`src/rtl/lps_pkg.sv`:
```
package lps_pkg;

    typedef enum logic [1:0] {
        MODE_NORM = 2'd0,
        MODE_DOZE = 2'd1,
        MODE_SUSP = 2'd2
    } pwr_mode_e;

    typedef enum logic [1:0] {
        SRC_MAIN  = 2'd0,
        SRC_MEMEN = 2'd1,
        SRC_PD    = 2'd2
    } ref_src_e;

    typedef enum logic [1:0] {
        SW_RUN   = 2'd0,
        SW_DRAIN = 2'd1,
        SW_LOAD  = 2'd2
    } sw_state_e;

    typedef enum logic [1:0] {
        G_IDLE = 2'd0,
        G_CAS  = 2'd1,
        G_RAS  = 2'd2,
        G_REL  = 2'd3
    } gen_state_e;

    localparam logic [1:0] REQ_DOZE = 2'd1;
    localparam logic [1:0] REQ_SUSP = 2'd2;

endpackage

```
`src/rtl/lps_sync.sv`:
```
module lps_sync #(
    parameter int             W       = 1,
    parameter int             STAGES  = 2,
    parameter logic [W-1:0]   RST_VAL = '0
) (
    input  logic         clk,
    input  logic         rst_n,
    input  logic [W-1:0] din,
    output logic [W-1:0] dout
);

    logic [W-1:0] stg_d [STAGES];
    logic [W-1:0] stg_q [STAGES];

    always_comb begin
        stg_d[0] = din;
        for (int i = 1; i < STAGES; i++) begin
            stg_d[i] = stg_q[i-1];
        end
    end

    always_ff @(posedge clk or negedge rst_n) begin
        if (!rst_n) begin
            for (int i = 0; i < STAGES; i++) begin
                stg_q[i] <= RST_VAL;
            end
        end else begin
            for (int i = 0; i < STAGES; i++) begin
                stg_q[i] <= stg_d[i];
            end
        end
    end

    assign dout = stg_q[STAGES-1];

endmodule

```
`src/rtl/lps_mode_ctrl.sv`:
```
module lps_mode_ctrl
    import lps_pkg::*;
#(
    parameter int DLYW = 4
) (
    input  logic            clk,
    input  logic            rst_n,
    input  logic            susp_n_s,
    input  logic            doze_n_s,
    input  logic [1:0]      sw_mode_i,
    input  logic [1:0]      doze_sel_i,
    input  logic            frame_i,
    input  logic [DLYW-1:0] pwr_dly_i,
    output pwr_mode_e       mode_o,
    output logic            hw_susp_o,
    output logic            pwr_off_o,
    output logic            clamp_o
);

    typedef struct packed {
        pwr_mode_e       mode;
        logic            hw_susp;
        logic            pwr_off;
        logic            blank;
        logic            hold;
        logic [DLYW-1:0] cnt;
    } mode_st_t;

    mode_st_t st_d, st_q;

    always_comb begin
        st_d = st_q;
        st_d.hw_susp = !susp_n_s;

        if (!susp_n_s) begin
            st_d.mode = MODE_SUSP;
        end else if (sw_mode_i == REQ_SUSP) begin
            st_d.mode = MODE_SUSP;
        end else if (!doze_n_s || sw_mode_i == REQ_DOZE) begin
            st_d.mode = MODE_DOZE;
        end else begin
            st_d.mode = MODE_NORM;
        end

        st_d.pwr_off = (st_d.mode == MODE_SUSP) ||
                       (st_d.mode == MODE_DOZE && doze_sel_i[1]);
        st_d.blank   = (st_d.mode == MODE_DOZE) && doze_sel_i[0];

        if (st_d.pwr_off) begin
            st_d.hold = 1'b1;
            st_d.cnt  = '0;
        end else if (st_q.hold) begin
            if (st_q.cnt >= pwr_dly_i) begin
                st_d.hold = 1'b0;
            end else if (frame_i) begin
                st_d.cnt = st_q.cnt + 1'b1;
            end
        end
    end

    always_ff @(posedge clk or negedge rst_n) begin
        if (!rst_n) begin
            st_q <= '{mode: MODE_NORM, hw_susp: 1'b0, pwr_off: 1'b0,
                      blank: 1'b0, hold: 1'b0, cnt: '0};
        end else begin
            st_q <= st_d;
        end
    end

    assign mode_o    = st_q.mode;
    assign hw_susp_o = st_q.hw_susp;
    assign pwr_off_o = st_q.pwr_off;
    assign clamp_o   = st_q.pwr_off | st_q.hold | st_q.blank;

endmodule

```
`src/rtl/lps_refresh.sv`:
```
module lps_refresh
    import lps_pkg::*;
#(
    parameter int REF_DIV = 8
) (
    input  logic       clk,
    input  logic       rst_n,
    input  logic       in_susp_i,
    input  logic [1:0] refsel_i,
    input  logic       memen_s,
    input  logic       pdclk_s,
    output logic       ras_n_o,
    output logic       cas_n_o,
    output logic [1:0] src_o
);

    localparam int DIVW = (REF_DIV > 2) ? $clog2(REF_DIV) : 1;
    localparam int HALF = REF_DIV / 2;

    typedef struct packed {
        sw_state_e       sw;
        ref_src_e        src;
        gen_state_e      gen;
        logic            prev;
        logic            ras_n;
        logic            cas_n;
        logic [DIVW-1:0] div;
    } ref_st_t;

    ref_st_t  st_d, st_q;
    ref_src_e eff_src;
    logic     phase, lvl, rise, fall;

    always_comb begin
        if (!in_susp_i) begin
            eff_src = SRC_MAIN;
        end else begin
            case (refsel_i)
                2'd1:    eff_src = SRC_MEMEN;
                2'd2:    eff_src = SRC_PD;
                default: eff_src = SRC_MAIN;
            endcase
        end
    end

    assign phase = (st_q.div >= DIVW'(HALF));

    always_comb begin
        case (st_q.src)
            SRC_MEMEN: lvl = memen_s;
            SRC_PD:    lvl = pdclk_s;
            default:   lvl = phase;
        endcase
    end

    assign rise = lvl & ~st_q.prev;
    assign fall = ~lvl & st_q.prev;

    always_comb begin
        st_d      = st_q;
        st_d.prev = lvl;
        st_d.div  = (st_q.div == DIVW'(REF_DIV - 1)) ? '0 : st_q.div + 1'b1;

        case (st_q.sw)
            SW_RUN: begin
                if (eff_src != st_q.src) st_d.sw = SW_DRAIN;
            end
            SW_DRAIN: begin
                st_d.sw  = SW_LOAD;
                st_d.src = eff_src;
            end
            default: st_d.sw = SW_RUN;
        endcase

        if (st_q.sw != SW_RUN) begin
            st_d.gen = G_IDLE;
        end else begin
            case (st_q.gen)
                G_IDLE: if (rise) st_d.gen = G_CAS;
                G_CAS:  if (fall) st_d.gen = G_RAS;
                G_RAS:  if (rise) st_d.gen = G_REL;
                default: st_d.gen = G_CAS;
            endcase
        end

        st_d.cas_n = !(st_d.gen == G_CAS || st_d.gen == G_RAS);
        st_d.ras_n = !(st_d.gen == G_RAS);
    end

    always_ff @(posedge clk or negedge rst_n) begin
        if (!rst_n) begin
            st_q <= '{sw: SW_RUN, src: SRC_MAIN, gen: G_IDLE, prev: 1'b0,
                      ras_n: 1'b1, cas_n: 1'b1, div: '0};
        end else begin
            st_q <= st_d;
        end
    end

    assign ras_n_o = st_q.ras_n;
    assign cas_n_o = st_q.cas_n;
    assign src_o   = st_q.src;

endmodule

```
`src/rtl/lcd_pwrsave_seq.sv`:
```
module lcd_pwrsave_seq
    import lps_pkg::*;
#(
    parameter int AW      = 16,
    parameter int DW      = 8,
    parameter int DLYW    = 4,
    parameter int REF_DIV = 8
) (
    input  logic            clk,
    input  logic            rst_n,
    input  logic            susp_n_i,
    input  logic            doze_n_i,
    input  logic [1:0]      sw_mode_i,
    input  logic [1:0]      doze_sel_i,
    input  logic            hiz_sel_i,
    input  logic [1:0]      refsel_i,
    input  logic [DLYW-1:0] pwr_dly_i,
    input  logic            frame_i,
    input  logic            memen_i,
    input  logic            pdclk_i,
    input  logic            cpu_valid_i,
    input  logic [AW-1:0]   cpu_addr_i,
    input  logic [DW-1:0]   cpu_data_i,
    input  logic [3:0]      pnl_ud_i,
    input  logic [3:0]      pnl_ld_i,
    input  logic            pnl_shclk_i,
    input  logic            pnl_line_i,
    input  logic            pnl_frame_i,
    input  logic            pnl_acm_i,
    output logic [1:0]      mode_o,
    output logic            cpu_valid_o,
    output logic [AW-1:0]   cpu_addr_o,
    output logic [DW-1:0]   cpu_data_o,
    output logic [3:0]      pnl_ud_o,
    output logic [3:0]      pnl_ld_o,
    output logic            pnl_shclk_o,
    output logic            pnl_line_o,
    output logic            pnl_frame_o,
    output logic            pnl_acm_o,
    output logic            pnl_oe_o,
    output logic            lcd_pwr_n_o,
    output logic            ras_n_o,
    output logic            cas_n_o
);

    localparam int             NSYNC    = 4;
    localparam logic [NSYNC-1:0] SYNC_RST = 4'b1100;

    logic [NSYNC-1:0] async_in, sync_out;
    pwr_mode_e        mode;
    logic             hw_susp, pwr_off, clamp;
    logic [1:0]       ref_src;

    assign async_in = {susp_n_i, doze_n_i, memen_i, pdclk_i};

    lps_sync #(.W(NSYNC), .STAGES(2), .RST_VAL(SYNC_RST)) u_sync (
        .clk   (clk),
        .rst_n (rst_n),
        .din   (async_in),
        .dout  (sync_out)
    );

    lps_mode_ctrl #(.DLYW(DLYW)) u_mode (
        .clk        (clk),
        .rst_n      (rst_n),
        .susp_n_s   (sync_out[3]),
        .doze_n_s   (sync_out[2]),
        .sw_mode_i  (sw_mode_i),
        .doze_sel_i (doze_sel_i),
        .frame_i    (frame_i),
        .pwr_dly_i  (pwr_dly_i),
        .mode_o     (mode),
        .hw_susp_o  (hw_susp),
        .pwr_off_o  (pwr_off),
        .clamp_o    (clamp)
    );

    lps_refresh #(.REF_DIV(REF_DIV)) u_ref (
        .clk       (clk),
        .rst_n     (rst_n),
        .in_susp_i (mode == MODE_SUSP),
        .refsel_i  (refsel_i),
        .memen_s   (sync_out[1]),
        .pdclk_s   (sync_out[0]),
        .ras_n_o   (ras_n_o),
        .cas_n_o   (cas_n_o),
        .src_o     (ref_src)
    );

    assign mode_o      = mode;
    assign lcd_pwr_n_o = pwr_off;

    assign cpu_valid_o = cpu_valid_i & ~hw_susp;
    assign cpu_addr_o  = hw_susp ? '0 : cpu_addr_i;
    assign cpu_data_o  = hw_susp ? '0 : cpu_data_i;

    assign pnl_ud_o    = clamp ? 4'h0 : pnl_ud_i;
    assign pnl_ld_o    = clamp ? 4'h0 : pnl_ld_i;
    assign pnl_shclk_o = pnl_shclk_i & ~clamp;
    assign pnl_line_o  = pnl_line_i  & ~clamp;
    assign pnl_frame_o = pnl_frame_i & ~clamp;
    assign pnl_acm_o   = pnl_acm_i   & ~clamp;
    assign pnl_oe_o    = ~(clamp & hiz_sel_i);

endmodule

```
`config.mk`:
```
export PLATFORM = sky130hd
export DESIGN_NAME = lcd_pwrsave_seq
export DESIGN_NICKNAME = d
export VERILOG_FILES = /design/src/rtl/lps_pkg.sv /design/src/rtl/lps_sync.sv /design/src/rtl/lps_mode_ctrl.sv /design/src/rtl/lps_refresh.sv /design/src/rtl/lcd_pwrsave_seq.sv
export SDC_FILE = /design/constraint.sdc
export NUM_CORES = 1
export LEC_CHECK = 0
export ABC_AREA = 1
export BUFFER_PORTS_ARGS = -buffer_cell sky130_fd_sc_hd__buf_2
export CORE_MARGIN = 2
export CORE_UTILIZATION = 47
export CTS_CLUSTER_DIAMETER = 30
export DETAILED_ROUTE_END_ITERATION = 10
export PLACE_DENSITY = 0.94
export SYNTH_ARGS = -nofsm -noshare
export SYNTH_HDL_FRONTEND = slang
export SYNTH_SLANG_ARGS = --single-unit
```
`constraint.sdc`:
```
create_clock -name clk -period 3.6 [get_ports clk]
set_clock_uncertainty 0.1 [all_clocks]
set_input_delay 0.36 -clock clk [delete_from_list [all_inputs] [get_ports clk]]
set_output_delay 0.36 -clock clk [all_outputs]
set_load 0.01 [all_outputs]
```
==> implementation parameters, run 1 <==
Parameter                              Value

Setup path
  Highest fanout seen on the critical path ... 13
  Worst setup path category ... register to output pin
  Depth of the worst register-to-register path ... 7
  Critical Path End ... pnl_ud_o[3]
  Reg-to-reg slack, setup ... 1.76 ns
  List of cells traversed by the critical path ... or3_4 > nor2_1 > buf_2
  CP max stage cell ... or3_4
  Arrival time of data at the critical path endpoint ... 1.47 ns
  Kind of end point of the critical path ... output pin
  Worst reg2reg path startpoint ... u_ref.src_o[0]$_DFFE_PN0N_
  Source of the critical timing path ... u_mode.st_q[4]$_DFF_PN0_
  Worst reg2reg path endpoint ... u_ref.cas_n_o$_DFF_PN1_
  Data required time of the worst path ... 3.14 ns
  Type of origin of the critical path ... register
  Peak per-stage delay on the critical path ... 0.48 ns

Yosys
  Biggest area consumer among synthesized cells ... dfrtp_1
  Number of distinct library cells after synthesis ... 25
  Synthesized net count ... 288
  FFs w/ async S/R, synth ... 100%
  Leading cell types by count after synthesis ... inv_1, nor2_1, nand2_1
  Post-Synth Adder-Cell Area ... 8.29%
  Number of enable-type register cells in the synthesized netlist ... 0
  Parity-gate share of the synthesized area counting xor and xnor cells ... 1.06%
  Synthesized area ... 1660 um^2
  Mean instance size in the synthesized netlist ... 7.48 um^2
  Yosys warning total ... 0
  Most frequent cell after synthesis ... inv_1
  Basic-gate share of the synthesized area counting and, or, nand and nor cells ... 25.7%
  Mux cell area share after synthesis ... 0%
  Most used flip-flop cell after synthesis ... dfrtp_1
  Share of the synthesized area in the top cell type ... 36.2%
  Synth Area in Compound Gates ... 1.96%
  Dominant combinational cell family by area after synthesis ... simple AND/OR/NAND/NOR gates
  Number of cells produced by synthesis ... 222
  Register area share after synthesis ... 45.7%
  Synthesized flop and latch total ... 30
  Dominant cells by area after synthesis ... dfrtp_1, inv_1, nor2_1

Power
  Net switching power ... 0.000274 W
  Part of the total power dissipated in combinational logic ... 27.2%
  P_int ... 0.000622 W
  Reg power frac ... 46.6%
  Net switching share of the total power ... 30.6%
  Clock network power share ... 26.2%
  Largest vdd supply drop ... 0.346 mV
  Power Density ... 398 nW/um^2
  Leakage power ... 1.49 nW

Timing
  Unrepaired setup endpoints after global routing ... false
  Setup Viol. Count Final ... 0
  Tmin final ... 1.93 ns
  Highest attainable clock frequency ... 518 MHz
  Worst rel slew slack ... 48.7%
  Final critical-path share of the clock period ... 53.6%
  Final count of hold timing violations ... 0
  Final-report max-slew violation count ... 0
  Worst slew pin tran ... 0.769 ns
  Setup WS post-layout ... 1.67 ns
  Final total negative setup slack ... 0 ns

Layout
  Area growth from synthesis to final layout ... 35.6%
  Final layout net count ... 387
  Fraction of layout instances using a drive strength above 1 ... 37.0%
  Cell area after layout ... 2250 um^2
  Number of antenna diodes ... 0
  Final cell count without fillers ... 368

Detailed routing
  Detailed-route via count ... 1570
  Routed wire length ... 3480 um
  Post-detailed-route DRC marker count ... 0
  1st-iter DRT viols ... 59
  Detailed-route vias per instance ... 4.27
  Wire length per cell after detailed routing ... 9.44 um
  Number of nets with antenna violations after detailed routing ... 0
  First-pass iteration count of the detailed router ... 4

Run
  Number of max-cap violations ... 0

Die
  Initial Util ... 49.4%
  Overall die width ... 63.4 um
  Chip height ... 63.4 um
  Die area ... 4020 um^2
  Site Rows ... 21
  Count of boundary I/O pins ... 98
  Area of the placeable core ... 3360 um^2

CTS
  Clock slew at reported path FFs ... 0.08 ns
  Root buffer cell ... clkbuf_4
  # H-tree levels ... 2
  TritonCTS clock tree ... built
  Number of buffers between clock root and the deepest sink ... 2
  Clk_lat worst skew ... 0.32 ns
  Post-CTS setup buffers ... 0
  CTS Buf Count ... 5
  Total number of clock tree sinks ... 30

Placement
  Pre-CTS setup slack ... 1.76 ns
  Cell area after placement ... 2160 um^2
  Global placer's final weighted congestion ... 0.839
  Half-perimeter wire length of the detailed placement result ... 2800 um
  Count of buffers inserted at the top-level ports ... 97
  Number of placed cells counting well taps ... 359

Global routing
  Global-route wire length before repair ... 5580 um
  Via count of the first global-routing pass ... 1409
  GRT Resource Usage Total ... 17.7%
  Largest net degree at the start of global routing ... 31
  Antenna violations before repair ... 0
  Remaining Overflow, GRT ... 0

Outcome
  Outcome ... completed

Min path
  Hold WC Path Type ... primary input to register
final cells by class:
type,count,area (um^2)
timing repair buffer,98,495
tap,46,57.6
multi-input combinational,120,614
inverter,66,248
fill,279,1110
sequential,30,758
clock buffer,8,78.8
power by group through the flow:
stage | combinational [W] | sequential, W | clock (W)
after floorplan | 0.000160 | 0.000418 | 0
after global placement | 0.000233 | 0.000419 | 0
after detailed placement | 0.000245 | 0.000423 | 0
after CTS | 0.000247 | 0.000417 | 0.000245
after global routing | 0.000288 | 0.000421 | 0.000260
final | 0.000244 | 0.000417 | 0.000235
what timing repair did:
action	CTS	global route
gates resized for setup	0	0
endpoints found under the setup margin	0	0
hold buffers	1	0
hold endpoints to repair	24	0
state kept, by name, indices dropped and copies added, names as in the netlist:
| register | cells |
|---|---|
| u_ref.ras_n_o | 1 |
| u_mode.pwr_off_o | 1 |
| u_mode.st_q | 6 |
| u_ref.src_o | 2 |
| u_mode.mode_o | 2 |
| u_ref.cas_n_o | 1 |
| u_mode.hw_susp_o | 1 |
| u_sync.stg_d | 4 |
| u_sync.dout | 4 |
| u_ref.st_q | 8 |
per-layer routing:
| layer | vias up | GRT usage [%] | routed length [um] | share of wire (%) |
|---|---|---|---|---|
| met2 | 68 | 32.9 | 1670 | 48 |
| met1 | 663 | 18.2 | 1440 | 41 |
| met3 | 8 | 4.46 | 311 | 8.9 |
| met5 | - | 0 | 0 | 0 |
| met4 | 0 | 8.97 | 55 | 1.6 |
| li1 | 831 | - | - | - |
critical path: cells and delay by family, from the launching register on:
kind / cells / cell delay (ns)
AND/OR/NAND/NOR: 2 / 0.59
buffers and inverters: 1 / 0.13
flip-flops: 1 / 0.43
logic make-up after synthesis:
| logic type | Yosys count |
|---|---|
| buffers and inverters | 72 |
| XOR/XNOR | 2 |
| AND/OR/NAND/NOR | 101 |
| adder cells (fa/ha/maj) | 11 |
| flip-flops | 30 |
| AO/OA/AOI/OAI | 6 |
worst min-delay path by stage:
stage | startpoint | endpoint | cells past startpoint
2_1_floorplan | rst_n | u_mode.hw_susp_o$_DFF_PN0_ | 0
3_3_place_gp | u_sync.stg_d[1]$_DFF_PN0_ | u_sync.dout[1]$_DFF_PN0_ | 0
3_5_place_dp | u_sync.stg_d[0]$_DFF_PN0_ | u_sync.dout[0]$_DFF_PN0_ | 0
4_1_cts | doze_n_i | u_sync.stg_d[2]$_DFF_PN1_ | 1
5_1_grt | doze_n_i | u_sync.stg_d[2]$_DFF_PN1_ | 1
6_report | doze_n_i | u_sync.stg_d[2]$_DFF_PN1_ | 1
per-stage QoR:
stage          util (%)  total power [W]  hold slack, ns
2_1_floorplan         -         0.000578         -0.0356
3_3_place_gp       64.3         0.000653           0.235
3_5_place_dp       64.3         0.000668           0.238
4_1_cts            67.0         0.000909          0.0131
5_1_grt            67.0         0.000969         0.00251
6_report           67.0         0.000897          0.0301
cell usage in the layout, fill, tap and decap left out:
master	synthesis	final
clkbuf_4	0	5
ha_1	11	11
nor2_2	1	1
nor3_1	1	1
dfstp_2	6	6
nor2_1	51	51
buf_2	2	97
clkinv_1	1	1
nand3_1	9	9
a21oi_1	1	1
o21bai_1	1	1
o21ai_0	4	4
nand3_2	1	1
nand2_1	32	32
inv_2	2	2
dfrtp_1	24	24
or3_4	1	1
clkbuf_8	0	3
nor3b_2	1	1
xor2_1	1	1
nand2_2	2	2
dlygate4sd3_1	0	1
inv_1	63	63
nand4_1	2	2
xnor2_1	1	1
Power figures use the tool's default switching activity.
==> run 2: changes to the inputs <==
Settings changed: ABC_AREA 1 to 0, CORE_UTILIZATION 47 to 42, PLACE_DENSITY 0.94 to 0.87.
Clock period 3.6 ns to 1.9 ns, I/O delays scaled along.
==> implementation parameters, run 2 <==
Parameter                              Value

Outcome
  Outcome ... completed

Yosys
  Leading cell types by count after synthesis ... nor2b_1, dfrtp_1, and2_1, inv_1, o21ai_0
  Most used flip-flop cell after synthesis ... dfrtp_1
  Number of distinct library cells after synthesis ... 32
  Dominant cells by area after synthesis ... dfrtp_1, nor2b_1, dfstp_2
  Most frequent cell after synthesis ... nor2b_1
  Synthesized flop and latch total ... 30
  Synthesized area ... 1560 um^2
  Yosys warning total ... 0
  Number of cells produced by synthesis ... 153
  FFs w/ async S/R, synth ... 100%
  Mean instance size in the synthesized netlist ... 10.2 um^2
  Biggest area consumer among synthesized cells ... dfrtp_1
  Number of enable-type register cells in the synthesized netlist ... 0
  Synthesized net count ... 219
  Share of the synthesized area in the top cell type ... 38.6%
  Register area share after synthesis ... 48.8%

Timing
  Final count of hold timing violations ... 0
  Setup Viol. Count Final ... 0
  Final critical-path share of the clock period ... 99.5%
  Tmin final ... 1.89 ns
  Final total negative setup slack ... 0 ns
  Final-report max-slew violation count ... 0
  Unrepaired setup endpoints after global routing ... true
  Worst slew pin tran ... 0.711 ns
  Highest attainable clock frequency ... 529 MHz
  Worst rel slew slack ... 52.6%

CTS
  Clk_lat worst skew ... 0.28 ns
  CTS Buf Count ... 5
  TritonCTS clock tree ... built
  # H-tree levels ... 2
  Total number of clock tree sinks ... 30
  Root buffer cell ... clkbuf_8
  Clock slew at reported path FFs ... 0.06 ns
  Number of buffers between clock root and the deepest sink ... 2

Die
  Area of the placeable core ... 3610 um^2
  Die area ... 4210 um^2
  Initial Util ... 43.1%
  Overall die width ... 64.9 um
  Count of boundary I/O pins ... 98
  Site Rows ... 22
  Chip height ... 64.9 um

Setup path
  Family with the most delay on the worst path ... simple AND/OR/NAND/NOR gates
  Worst reg2reg path endpoint ... u_mode.st_q[3]$_DFFE_PN0P_
  Data required time of the worst path ... 1.99 ns
  List of cells traversed by the critical path ... inv_1 > ha_1 > nor3b_2 > o211ai_2 > or4_1 > a31oi_1
  Critical Path End ... u_mode.st_q[3]$_DFFE_PN0P_
  Reg-to-reg slack, setup ... 0.01 ns
  Worst reg2reg path startpoint ... u_mode.st_q[0]$_DFFE_PN0P_
  Worst setup path category ... register to register
  Kind of end point of the critical path ... register
  Peak per-stage delay on the critical path ... 0.51 ns
  Source of the critical timing path ... u_mode.st_q[0]$_DFFE_PN0P_
  Depth of the worst register-to-register path ... 6
  Cell depth of the worst setup path ... 6
  Highest fanout seen on the critical path ... 8
  Type of origin of the critical path ... register
  Arrival time of data at the critical path endpoint ... 1.98 ns
  CP max stage cell ... or4_1
  CP Buf/Inv Count ... 1

Layout
  Most common cell after layout, fill and taps aside ... buf_2
  Fraction of layout instances using a drive strength above 1 ... 47.0%
  Number of antenna diodes ... 0
  Area growth from synthesis to final layout ... 50.4%
  Top reg by flops ... u_ref.st_q
  Largest registers ... u_ref.st_q x8, u_mode.st_q x6
  Final layout net count ... 329
  Largest register FFs ... 8
  Commonest cells after routing, fill and taps aside ... buf_2, nor2b_1, dfrtp_1

Power
  Leakage power ... 1.25 nW
  Largest vdd supply drop ... 0.911 mV
  Power Density ... 855 nW/um^2
  Total power ... 0.00200 W

Global routing
  Global-route wire length before repair ... 5770 um
  Largest net degree at the start of global routing ... 31
  GRT Resource Usage Total ... 18.1%
  Antenna violations before repair ... 0
  Remaining Overflow, GRT ... 0
  Via count of the first global-routing pass ... 1330

Detailed routing
  Post-detailed-route DRC marker count ... 0
  Number of nets with antenna violations after detailed routing ... 0
  Detailed-route via count ... 1469
  1st-iter DRT viols ... 37
  Routed wire length ... 3800 um
  Detailed-route vias per instance ... 4.71
  Wire length per cell after detailed routing ... 12.2 um
  First-pass iteration count of the detailed router ... 4

Min path
  Hold WC Path Type ... primary input to register
  Hold Path Depth ... 2

Placement
  Half-perimeter wire length of the detailed placement result ... 2770 um
  Count of buffers inserted at the top-level ports ... 97
  Global placer's final weighted congestion ... 0.793

Run
  Number of max-cap violations ... 0
## run 2: changes by cell type after synthesis, moves of 3 or more
cell     before  now
a21o_1        0    3
and2_1        0   13
inv_1        63   13
nand2_1      32    7
nand3_1       9    2
nor2_1       51    3
nor2b_1       0   27
o21ai_0       4   12
## run 2: where the power goes
part / leakage [nW] / internal [W] / switching [W]
Clock: 0.0714 / 0.000559 / 0.000237
Combinational: 0.814 / 0.000201 / 0.000203
Sequential: 0.366 / 0.000735 / 0.0000653
Total: 1.25 / 0.00150 / 0.000505
## run 2: per-layer routing
metal  global-route usage (%)  part of all wire [%]  routed length (um)
met1                     19.5                    38                1430
met2                     33.0                    52                1990
met3                     5.38                   8.4                 321
met4                     6.91                   1.8                  67
met5                        0                     0                   0
## run 2: cell type report
cell class	instances	area, um^2
multi-input cells	105	748
clock buffers	6	82.6
fillers	284	1270
flip-flops and latches	30	758
inverters	13	48.8
clock inverters	2	60.1
repair buffers	108	581
well taps	48	60.1
## run 2: kinds of logic after synthesis
kind of cell	synth area share [%]
and+or+nand+nor	25.7
adders and majority gates	9.49
DFF	48.8
muxes	0.724
buffers and inverters	4.83
AOI/OAI and AO/OA	10.5
## run 2: repair_timing
item / in CTS / in global routing
setup buffers: 3 / 1
gates resized for setup: 2 / 3
endpoints found under the hold margin: 28 / 0
hold buffers: 5 / 0
pin swaps: 3 / 2
setup endpoints to repair: 6 / 7
## run 2: worst register-to-register path, delay by kind of cell (launching register included)
kind	cells	cell delay, ns
and+or+nand+nor	2	0.72
DFF	1	0.34
AOI/OAI and AO/OA	2	0.34
adders and majority gates	1	0.27
buffers and inverters	1	0.04
## run 2: through the flow
| stage | setup slack, ns | std cells | hold WS [ns] | area (um^2) | utilization [%] |
|---|---|---|---|---|---|
| 6_report | 0.00972 | 312 | 0.0286 | 2340 | 64.9 |
| 5_1_grt | -0.0969 | 312 | 0.0329 | 2340 | 64.9 |
| 4_1_cts | 0.0150 | 311 | 0.0269 | 2310 | 64.1 |
| 3_5_place_dp | -0.0866 | 295 | 0.142 | 2090 | 57.9 |
| 3_3_place_gp | 0.0296 | 295 | 0.139 | 2090 | 57.9 |
| 2_1_floorplan | 0.0378 | 153 | -0.206 | 1560 | - |
## run 2: worst min-delay path by stage
stage	startpoint	end	slack, ns
finish	doze_sel_i[0]	u_mode.st_q[5]$_DFF_PN0_	0.03
global placement	rst_n	u_ref.st_q[10]$_DFFE_PN0P_	0.14
global route	doze_sel_i[0]	u_mode.st_q[5]$_DFF_PN0_	0.03
floorplan	rst_n	u_mode.hw_susp_o$_DFF_PN0_	-0.21
detailed placement	rst_n	u_ref.st_q[10]$_DFFE_PN0P_	0.14
CTS	doze_sel_i[0]	u_mode.st_q[5]$_DFF_PN0_	0.03
==> run 3: changes to the inputs <==
Settings changed: CORE_ASPECT_RATIO set to 1.25.
==> implementation parameters, run 3 (synthesis results as in run 2) <==
Parameter                              Value

Min path
  Hold WC Path Type ... primary input to register

Timing
  Final-report max-slew violation count ... 0
  Unrepaired setup endpoints after global routing ... true
  Final critical-path share of the clock period ... 97.0%
  Worst rel slew slack ... 54.1%
  Tmin final ... 1.84 ns
  Final count of hold timing violations ... 0
  Setup Viol. Count Final ... 0
  Worst slew pin tran ... 0.689 ns
  Highest attainable clock frequency ... 543 MHz

Layout
  Cell area after layout ... 2310 um^2
  Final cell count without fillers ... 302
  Final layout net count ... 328
  Number of antenna diodes ... 0
  Most common cell after layout, fill and taps aside ... buf_2
  Largest register FFs ... 8
  Fraction of layout instances using a drive strength above 1 ... 46.4%
  Top reg by flops ... u_ref.st_q
  Commonest cells after routing, fill and taps aside ... buf_2, nor2b_1, dfrtp_1
  Area growth from synthesis to final layout ... 48.8%
  Largest registers ... u_ref.st_q x8, u_mode.st_q x6

CTS
  Number of buffers between clock root and the deepest sink ... 2
  Total number of clock tree sinks ... 30
  CTS Buf Count ... 5
  Clock slew at reported path FFs ... 0.06 ns
  TritonCTS clock tree ... built
  Root buffer cell ... clkbuf_8
  Clk_lat worst skew ... 0.28 ns
  # H-tree levels ... 2

Setup path
  List of cells traversed by the critical path ... ha_1 > o211ai_1 > o211ai_2 > or4b_1 > a31oi_1
  Highest fanout seen on the critical path ... 8
  Type of origin of the critical path ... register
  Critical Path End ... u_mode.st_q[2]$_DFFE_PN0P_
  CP max stage cell ... or4b_1
  Depth of the worst register-to-register path ... 5
  Peak per-stage delay on the critical path ... 0.49 ns
  Data required time of the worst path ... 2.00 ns
  Source of the critical timing path ... u_mode.st_q[1]$_DFFE_PN0P_
  Kind of end point of the critical path ... register
  Reg-to-reg slack, setup ... 0.06 ns
  Worst reg2reg path startpoint ... u_mode.st_q[1]$_DFFE_PN0P_
  Arrival time of data at the critical path endpoint ... 1.94 ns
  Worst setup path category ... register to register
  Worst reg2reg path endpoint ... u_mode.st_q[2]$_DFFE_PN0P_

Power
  Power Density ... 859 nW/um^2
  Total power ... 0.00199 W
  Leakage power ... 1.25 nW
  Largest vdd supply drop ... 0.959 mV

Global routing
  Via count of the first global-routing pass ... 1374
  Remaining Overflow, GRT ... 0
  GRT Resource Usage Total ... 17.6%
  Largest net degree at the start of global routing ... 31
  Global-route wire length before repair ... 5600 um
  Antenna violations before repair ... 0

Placement
  Number of placed cells counting well taps ... 286
  Global placer's final weighted congestion ... 0.766
  Cell area after placement ... 2080 um^2
  Half-perimeter wire length of the detailed placement result ... 2640 um
  Count of buffers inserted at the top-level ports ... 97

Die
  Chip height ... 72.0 um
  Die area ... 4210 um^2
  Initial Util ... 44.3%
  Overall die width ... 58.4 um
  Count of boundary I/O pins ... 98
  Site Rows ... 24
  Area of the placeable core ... 3510 um^2

Detailed routing
  Post-detailed-route DRC marker count ... 0
  First-pass iteration count of the detailed router ... 4
  Routed wire length ... 3560 um
  Detailed-route via count ... 1451
  Number of nets with antenna violations after detailed routing ... 0
  Wire length per cell after detailed routing ... 11.8 um
  1st-iter DRT viols ... 49
  Detailed-route vias per instance ... 4.80

Outcome
  Outcome ... completed

Run
  Number of max-cap violations ... 0
run 3: changes by cell type in the layout (fill, tap and decap cells not counted):
cell,change
o21ai_0,-1
a22oi_2,-1
o21ai_1,+1
buf_4,-1
a22oi_1,+1
run 3: worst min path at each step:
stage / start / endpoint / slack (ns) / depth (start not counted)
2_1_floorplan: rst_n / u_mode.hw_susp_o$_DFF_PN0_ / -0.21 / 0
3_3_place_gp: rst_n / u_ref.st_q[11]$_DFFE_PN0P_ / 0.15 / 1
3_5_place_dp: rst_n / u_ref.st_q[6]$_DFF_PN0_ / 0.15 / 1
4_1_cts: doze_sel_i[0] / u_mode.st_q[5]$_DFF_PN0_ / 0.009 / 2
5_1_grt: doze_sel_i[0] / u_mode.st_q[5]$_DFF_PN0_ / 0.007 / 2
6_report: doze_sel_i[0] / u_mode.st_q[5]$_DFF_PN0_ / 0.02 / 2
run 3: power by group:
group | leakage [nW] | internal [W] | total [W] | switching (W)
logic | 0.809 | 0.000197 | 0.000398 | 0.000201
clock network | 0.0714 | 0.000559 | 0.000789 | 0.000230
registers | 0.366 | 0.000735 | 0.000802 | 0.0000668
run 3: critical path, delay by kind of cell (launching register included):
| kind | cells | cell delay [ns] |
|---|---|---|
| AOI/OAI and AO/OA | 3 | 0.51 |
| adders and majority gates | 1 | 0.28 |
| DFF | 1 | 0.39 |
| and+or+nand+nor | 1 | 0.49 |
run 3: area by class of cell:
type / count / area [um^2]
fill: 273 / 1200
sequential: 30 / 758
multi-input combinational: 105 / 743
timing repair buffer: 107 / 573
clock buffer: 6 / 82.6
clock inverter: 2 / 60.1
inverter: 13 / 48.8
tap: 39 / 48.8
run 3: per-layer routing:
| metal | vias to the layer above | GRT usage [%] | routed length, um |
|---|---|---|---|
| met2 | 84 | 32.3 | 1740 |
| met1 | 638 | 18.1 | 1410 |
| met3 | 4 | 5.88 | 367 |
| li1 | 725 | - | - |
| met5 | - | 0 | 0 |
| met4 | 0 | 6.20 | 42 |
run 3: what timing repair did:
item                                    CTS  global route
endpoints found under the hold margin    28             0
endpoints found under the setup margin    5             6
gates resized for setup                   2             3
buffers inserted                          2             1
pin swaps                                 1             5
hold buffers                              5             0
run 3: metrics by stage:
stage / setup TNS [ns] / setup WS (ns) / hold WS [ns] / utilization (%)
after floorplan: 0 / 0.0378 / -0.206 / -
after global placement: 0 / 0.0323 / 0.145 / 59.2
after detailed placement: -0.0724 / -0.0309 / 0.151 / 59.2
after CTS: 0 / 0.0134 / 0.00933 / 65.2
after global routing: -0.103 / -0.0488 / 0.00713 / 65.9
final: 0 / 0.0569 / 0.0172 / 65.9
